===== config.mk =====
export PLATFORM = sky130hd
export DESIGN_NAME = tx_pattern_sel
export DESIGN_NICKNAME = d
export VERILOG_FILES = /design/src/rtl/tx_pat_pkg.sv /design/src/rtl/tx_src_decode.sv /design/src/rtl/tx_prbs_gen.sv /design/src/rtl/tx_p100_gen.sv /design/src/rtl/tx_ds3_ais_gen.sv /design/src/rtl/tx_pattern_sel.sv
export SDC_FILE = /design/constraint.sdc
export NUM_CORES = 1
export LEC_CHECK = 0
export ABC_AREA = 0
export BUFFER_PORTS_ARGS = -buffer_cell sky130_fd_sc_hd__buf_4
export CORE_MARGIN = 2
export CORE_UTILIZATION = 45
export CTS_CLUSTER_SIZE = 14
export DETAILED_ROUTE_END_ITERATION = 8
export PLACE_DENSITY = 0.69
export SLEW_MARGIN = 25
export SYNTH_ARGS = -nofsm -noshare
export SYNTH_HDL_FRONTEND = slang
export SYNTH_SLANG_ARGS = --single-unit

===== constraint.sdc =====
create_clock -name clk -period 3.12 [get_ports clk]
set_clock_uncertainty 0.05 [all_clocks]
set_input_delay 0.624 -clock clk [delete_from_list [all_inputs] [get_ports clk]]
set_output_delay 0.624 -clock clk [all_outputs]
set_load 0.1 [all_outputs]

===== src/rtl/tx_pat_pkg.sv =====
// Shared types for the transmit test-pattern selector.
// Assumes: one source is active per line clock.
package tx_pat_pkg;

    typedef enum logic [2:0] {
        SRC_USER       = 3'd0,
        SRC_ONES       = 3'd1,
        SRC_AIS        = 3'd2,
        SRC_P100       = 3'd3,
        SRC_PRBS_LONG  = 3'd4,
        SRC_PRBS_SHORT = 3'd5
    } tx_src_e;

endpackage


===== src/rtl/tx_src_decode.sv =====
// Maps the select pair and the mode in force to one output source.
// Assumes: the mode inputs are the held values, not the raw pins.
module tx_src_decode
    import tx_pat_pkg::*;
(
    input  logic [1:0] sel,
    input  logic       e3,
    input  logic       sts,
    output tx_src_e    src
);

    // Pick the source from select and mode.
    always_comb begin
        unique case (sel)
            2'b00: src = SRC_USER;
            2'b01: src = (e3 || sts) ? SRC_ONES : SRC_AIS;
            2'b10: src = SRC_P100;
            default: src = e3 ? SRC_PRBS_LONG : SRC_PRBS_SHORT;
        endcase
    end

endmodule


===== src/rtl/tx_prbs_gen.sv =====
// Fibonacci pseudo-random generator, polynomial x^LEN + x^TAP + 1.
// Assumes: load restarts from the all-ones seed in the same cycle; en advances.
module tx_prbs_gen #(
    parameter int LEN = 15,
    parameter int TAP = 14
) (
    input  logic clk,
    input  logic rst_n,
    input  logic load,
    input  logic en,
    output logic bit_o
);

    logic [LEN-1:0] st_q;
    logic [LEN-1:0] cur;
    logic           fb;

    // Current state: the seed on load, else the stored state.
    always_comb begin
        cur   = load ? {LEN{1'b1}} : st_q;
        bit_o = cur[LEN-1];
        fb    = cur[LEN-1] ^ cur[TAP-1];
    end

    // Advance the shift register while selected.
    always_ff @(posedge clk) begin
        if (!rst_n) begin
            st_q <= {LEN{1'b1}};
        end else if (en) begin
            st_q <= {cur[LEN-2:0], fb};
        end
    end

endmodule


===== src/rtl/tx_p100_gen.sv =====
// Repeating 1,0,0 generator.
// Assumes: load restarts at the leading 1 in the same cycle.
module tx_p100_gen (
    input  logic clk,
    input  logic rst_n,
    input  logic load,
    input  logic en,
    output logic bit_o
);

    logic [1:0] ph_q;
    logic [1:0] ph_c;

    // Phase in use this cycle and its output bit.
    always_comb begin
        ph_c  = load ? 2'd0 : ph_q;
        bit_o = (ph_c == 2'd0);
    end

    // Step the phase 0,1,2,0 while selected.
    always_ff @(posedge clk) begin
        if (!rst_n) begin
            ph_q <= 2'd0;
        end else if (en) begin
            ph_q <= (ph_c == 2'd2) ? 2'd0 : ph_c + 2'd1;
        end
    end

endmodule


===== src/rtl/tx_ds3_ais_gen.sv =====
// Simplified DS3 alarm frame generator: SUBFRAMES x BLOCKS x BLOCK_BITS bits.
// Bit 0 of every block is overhead; the payload alternates and starts at 1.
// Assumes: the overhead layout below is written for 7 subframes of 8 blocks.
module tx_ds3_ais_gen #(
    parameter int BLOCK_BITS = 85,
    parameter int BLOCKS     = 8,
    parameter int SUBFRAMES  = 7
) (
    input  logic clk,
    input  logic rst_n,
    input  logic load,
    input  logic en,
    output logic bit_o
);

    localparam int PW = $clog2(BLOCK_BITS);
    localparam int BW = $clog2(BLOCKS);
    localparam int SW = $clog2(SUBFRAMES);
    localparam logic [PW-1:0] POS_LAST = PW'(BLOCK_BITS - 1);
    localparam logic [BW-1:0] BLK_LAST = BW'(BLOCKS - 1);
    localparam logic [SW-1:0] SUB_LAST = SW'(SUBFRAMES - 1);

    logic [PW-1:0] pos_q, pos_c;
    logic [BW-1:0] blk_q, blk_c;
    logic [SW-1:0] sub_q, sub_c;

    // Overhead bit value for a given subframe and block.
    function automatic logic ovh_bit(input int s, input int b);
        logic v;
        if (b == 0) begin
            // Block 0 holds the alarm, parity and alignment bits.
            v = (s == 0) || (s == 1) || (s == 5);
        end else begin
            // Blocks 1 and 7 are ones, the rest are zero.
            v = (b == 1) || (b == 7);
        end
        return v;
    endfunction

    // Frame position in use this cycle and the bit it yields.
    always_comb begin
        pos_c = load ? '0 : pos_q;
        blk_c = load ? '0 : blk_q;
        sub_c = load ? '0 : sub_q;
        if (pos_c == '0) begin
            bit_o = ovh_bit(int'(sub_c), int'(blk_c));
        end else begin
            bit_o = pos_c[0];
        end
    end

    // Advance bit, block and subframe counters while selected.
    always_ff @(posedge clk) begin
        if (!rst_n) begin
            pos_q <= '0;
            blk_q <= '0;
            sub_q <= '0;
        end else if (en) begin
            if (pos_c == POS_LAST) begin
                pos_q <= '0;
                if (blk_c == BLK_LAST) begin
                    blk_q <= '0;
                    sub_q <= (sub_c == SUB_LAST) ? '0 : sub_c + 1'b1;
                end else begin
                    blk_q <= blk_c + 1'b1;
                    sub_q <= sub_c;
                end
            end else begin
                pos_q <= pos_c + 1'b1;
                blk_q <= blk_c;
                sub_q <= sub_c;
            end
        end
    end

endmodule


===== src/rtl/tx_pattern_sel.sv =====
// Transmit test-pattern selector: chooses user data or a generated pattern
// per line clock and registers the result (one-cycle latency).
// Assumes: mode bits are captured only while both selects are low.
module tx_pattern_sel
    import tx_pat_pkg::*;
#(
    parameter int PRBS_LONG_LEN  = 23,
    parameter int PRBS_LONG_TAP  = 18,
    parameter int PRBS_SHORT_LEN = 15,
    parameter int PRBS_SHORT_TAP = 14,
    parameter int AIS_BLOCK_BITS = 85,
    parameter int AIS_BLOCKS     = 8,
    parameter int AIS_SUBFRAMES  = 7
) (
    input  logic clk,
    input  logic rst_n,
    input  logic sel_a,
    input  logic sel_b,
    input  logic mode_e3,
    input  logic mode_sts,
    input  logic data_in,
    output logic data_out
);

    logic [1:0] sel;
    logic       idle;
    logic       e3_q;
    logic       sts_q;
    tx_src_e    src;
    tx_src_e    src_q;
    logic       fresh;
    logic       b_long, b_short, b_ais, b_p100;
    logic       nxt;

    assign sel  = {sel_a, sel_b};
    assign idle = (sel == 2'b00);

    // Hold the line mode; take new values only while idle.
    always_ff @(posedge clk) begin
        if (!rst_n) begin
            e3_q  <= 1'b0;
            sts_q <= 1'b0;
        end else if (idle) begin
            e3_q  <= mode_e3;
            sts_q <= mode_sts;
        end
    end

    tx_src_decode u_dec (
        .sel (sel),
        .e3  (e3_q),
        .sts (sts_q),
        .src (src)
    );

    // Remember last cycle's source to spot a new selection.
    always_ff @(posedge clk) begin
        if (!rst_n) begin
            src_q <= SRC_USER;
        end else begin
            src_q <= src;
        end
    end

    assign fresh = (src != src_q);

    tx_prbs_gen #(.LEN(PRBS_LONG_LEN), .TAP(PRBS_LONG_TAP)) u_prbs_long (
        .clk   (clk),
        .rst_n (rst_n),
        .load  (fresh && (src == SRC_PRBS_LONG)),
        .en    (src == SRC_PRBS_LONG),
        .bit_o (b_long)
    );

    tx_prbs_gen #(.LEN(PRBS_SHORT_LEN), .TAP(PRBS_SHORT_TAP)) u_prbs_short (
        .clk   (clk),
        .rst_n (rst_n),
        .load  (fresh && (src == SRC_PRBS_SHORT)),
        .en    (src == SRC_PRBS_SHORT),
        .bit_o (b_short)
    );

    tx_ds3_ais_gen #(
        .BLOCK_BITS (AIS_BLOCK_BITS),
        .BLOCKS     (AIS_BLOCKS),
        .SUBFRAMES  (AIS_SUBFRAMES)
    ) u_ais (
        .clk   (clk),
        .rst_n (rst_n),
        .load  (fresh && (src == SRC_AIS)),
        .en    (src == SRC_AIS),
        .bit_o (b_ais)
    );

    tx_p100_gen u_p100 (
        .clk   (clk),
        .rst_n (rst_n),
        .load  (fresh && (src == SRC_P100)),
        .en    (src == SRC_P100),
        .bit_o (b_p100)
    );

    // Multiplex the active source.
    always_comb begin
        unique case (src)
            SRC_USER:       nxt = data_in;
            SRC_ONES:       nxt = 1'b1;
            SRC_AIS:        nxt = b_ais;
            SRC_P100:       nxt = b_p100;
            SRC_PRBS_LONG:  nxt = b_long;
            SRC_PRBS_SHORT: nxt = b_short;
            default:        nxt = 1'b0;
        endcase
    end

    // Output register: fixed one-cycle latency.
    always_ff @(posedge clk) begin
        if (!rst_n) begin
            data_out <= 1'b0;
        end else begin
            data_out <= nxt;
        end
    end

endmodule


==> impl_metrics.env <==
export IMPL_status="completed"
export IMPL_die_h_microns=83.7
export IMPL_pin_count=8
export IMPL_overflow=0
export IMPL_cp_max_fo=8
export IMPL_yosysSeqAreaShare_pct=41.3
export IMPL_fill_cells=565
export IMPL_synthMuxAreaShare_pct=12.2
export IMPL_htreeDepth=3
export IMPL_synth_top_family_by_area="compound AO/OA/AOI/OAI gates"
export IMPL_hold_viol_final=0
export IMPL_ir_drop_mv=0.319
export IMPL_end_kind="flip-flop"
export IMPL_fin_cells=387
export IMPL_grt_pass1_vias=2029
export IMPL_setup_violations_final=0
export IMPL_cts_resized=0
export IMPL_p_comb_share_pct=7.7
export IMPL_synth_simple_area_share_pct=14.3
export IMPL_synth_nets=319
export IMPL_final_antenna_net_count=0
export IMPL_synth_top_area_share_pct=41.3
export IMPL_multi_input_area_sq_um=1530
export IMPL_path_class="reg2reg"
export IMPL_critical_path_arrival_ps=2880
export IMPL_syn_inst=306
export IMPL_synth_edf_count=0
export IMPL_yosysWarnings=0
export IMPL_pre_cts_ws_ps=489
export IMPL_p_per_area_nw_per_um2=536
export IMPL_vias=2240
export IMPL_cts_path_max_buffers=2
export IMPL_leakagePower_nw=1.40
export IMPL_start_kind="flip-flop"
export IMPL_crit_required_ps=3350
export IMPL_p_int_mw=1.29
export IMPL_synth_avg_cell_area_sq_um=9.35
export IMPL_layout_drive_gt1_share_pct=12.6
export IMPL_relSlewSlack_pct=55.4
export IMPL_syn_area_sq_um=2860
export IMPL_die_area_sq_um=7010
export IMPL_fmax_mhz=376
export IMPL_synth_compound_area_share_pct=23.1
export IMPL_initial_core_util_pct=45.8
export IMPL_antenna_found_initial=0
export IMPL_place_gp_congestion=0.825
export IMPL_std_cell_rows=29
export IMPL_clk_latency_ps=340
export IMPL_core_area_sq_um=6240
export IMPL_diodes=0
export IMPL_slew_viol_final=0
export IMPL_reg2reg_depth=9
export IMPL_ys_ff_latch=59
export IMPL_dp_hpwl_microns=3410
export IMPL_synth_top_cell_by_area="dfxtp_1"
export IMPL_final_seq_area_sq_um=1180
export IMPL_cts_setup_buffers=0
export IMPL_rsz0062_at_grt="false"
export IMPL_grt_max_degree=45
export IMPL_synth_adder_area_share_pct=2.62
export IMPL_synth_top_flop_cell="dfxtp_1"
export IMPL_synth_xor_area_share_pct=0.919
export IMPL_worst_slack_ps=462
export IMPL_worstHoldPathType="reg2reg"
export IMPL_drt_initial_drc_count=75
export IMPL_dp_cells=371
export IMPL_dr_pass1_iters=4
export IMPL_power_frac_seq_pct=45.5
export IMPL_fin_crit_sh_pct=85.2
export IMPL_clk_pin_slew_ps=70
export IMPL_cts_made_buffers=9
export IMPL_switching_power_mw=0.400
export IMPL_period_needed_ps=2660
export IMPL_final_setup_tns_ps=0
export IMPL_vias_per_cell=5.79
export IMPL_p_total_mw=1.69
export IMPL_grt_pass1_wl_microns=9340
export IMPL_cts_root_buf="clkbuf_8"
export IMPL_worst_pin_slew_ps=665
export IMPL_maxCapViolations=0
export IMPL_switching_share_pct=23.6
export IMPL_cts_hold_buffers=0
export IMPL_avgRoutedWirePerCell_microns=14.2
export IMPL_clock_power_share_pct=46.8
export IMPL_drc=0
export IMPL_die_x_microns=83.7
export IMPL_hold_depth=2
export IMPL_clock_sinks=59
export IMPL_synth_cell_types=46
export IMPL_port_buffer_count=7
export IMPL_ys_top_cells_by_area="dfxtp_1, mux2i_1, o211ai_1, nand2_1, ha_1"
export IMPL_area_delta_synth_final_pct=10.5
export IMPL_routed_wl_microns=5480
export IMPL_layout_nets=318
export IMPL_grt_use_total_pct=16.7
export IMPL_utilization_pct=50.6
export IMPL_async_flop_share_pct=0
export IMPL_cts_tree="done"
==> Yosys cell counts, drive strengths merged (2+ instances only) <==
library cell,number
a211oi,2
a21oi,11
a31oi,4
a32oi,2
buf,15
clkbuf,11
dfxtp,59
ha,6
inv,6
mux2i,35
nand2,25
nand3,7
nand3b,2
nor2,14
nor2b,7
nor3,6
nor4b,2
o2111ai,4
o211a,5
o211ai,41
o21a,3
o21ai,14
o22ai,2
o31ai,2
or2,5
xnor2,3
==> critical path: stages, from the launching register on <==
cell	delay, ps
dfxtp_1	380
or3b_2	600
nand2_1	210
nand2_1	100
ha_1	240
nand4_1	110
nor2_1	60
nor3_1	510
o2111ai_1	210
nand3_1	120
==> layout make-up <==
type                       count  share of cell area, %
clock buffer                  12                   4.91
timing repair buffer          14                   3.33
sequential                    59                   37.4
tap                           77                   3.05
multi-input combinational    215                   48.3
inverter                       6                  0.713
clock inverter                 4                   2.30
==> registers in the layout, summed over array words and instances (netlist names) <==
register and cells:
u_prbs_long.st_q 23, u_prbs_short.st_q 15, u_ais.pos_q 7, e3_q 1, data_out 1, src_q 3
u_p100.ph_q 2, u_ais.blk_q 3, u_ais.sub_q 3, sts_q 1
==> final timing paths <==
| check | start | endpoint | slack [ps] |
|---|---|---|---|
| setup / recovery | src_q[0] | u_ais.pos_q[4] | 460 |
| hold / removal | u_prbs_long.st_q[0] | u_prbs_long.st_q[0] | 420 |
| setup reg to reg | src_q[0] | u_ais.pos_q[4] | 460 |
| hold reg to reg | u_prbs_long.st_q[0] | u_prbs_long.st_q[0] | 420 |
==> layer usage <==
metal	track usage, %	up-vias	part of all wire, %
met5	0	-	0
met4	10.3	0	2.4
met3	5.04	11	3.6
met2	24.2	34	42
met1	21.7	1057	52
li1	-	1138	-
==> cell usage in the layout, fill, tap and decap left out, types with 4 or more instances in the layout <==
| master | count |
|---|---|
| a21oi_1 | 10 |
| a31oi_1 | 4 |
| buf_4 | 14 |
| clkbuf_8 | 11 |
| dfxtp_1 | 59 |
| ha_1 | 6 |
| inv_1 | 6 |
| mux2i_1 | 35 |
| nand2_1 | 25 |
| nand3_1 | 6 |
| nor2_1 | 13 |
| nor2b_1 | 7 |
| nor3_1 | 6 |
| o2111ai_1 | 4 |
| o211a_1 | 5 |
| o211ai_1 | 41 |
| o21ai_0 | 12 |
| or2_2 | 5 |
==> power by group through the flow <==
stage               registers, mW  logic (mW)  clock network [mW]
floorplan                   0.794      0.0986                   0
global placement            0.788       0.129                   0
detailed placement          0.788       0.129                   0
CTS                         0.771       0.129               0.809
global route                0.772       0.143               0.839
finish                      0.772       0.130               0.792
==> per-stage QoR <==
step,instance area [sq um],hold slack [ps]
after global placement,2930,410
after global routing,3160,449
final,3160,422
after detailed placement,2930,410
after floorplan,2860,388
after CTS,3160,426
==> logic make-up (layout without fill, tap and decap cells) <==
| logic type | count (synthesis) | after routing |
|---|---|---|
| AND/OR/NAND/NOR | 77 | 77 |
| flip-flops | 59 | 59 |
| buffers and inverters | 32 | 36 |
| adder cells (fa/ha/maj) | 6 | 6 |
| XOR/XNOR | 3 | 3 |
| AO/OA/AOI/OAI | 94 | 94 |
| multiplexers | 35 | 35 |
Note: power is estimated with default switching activity, not from simulation.
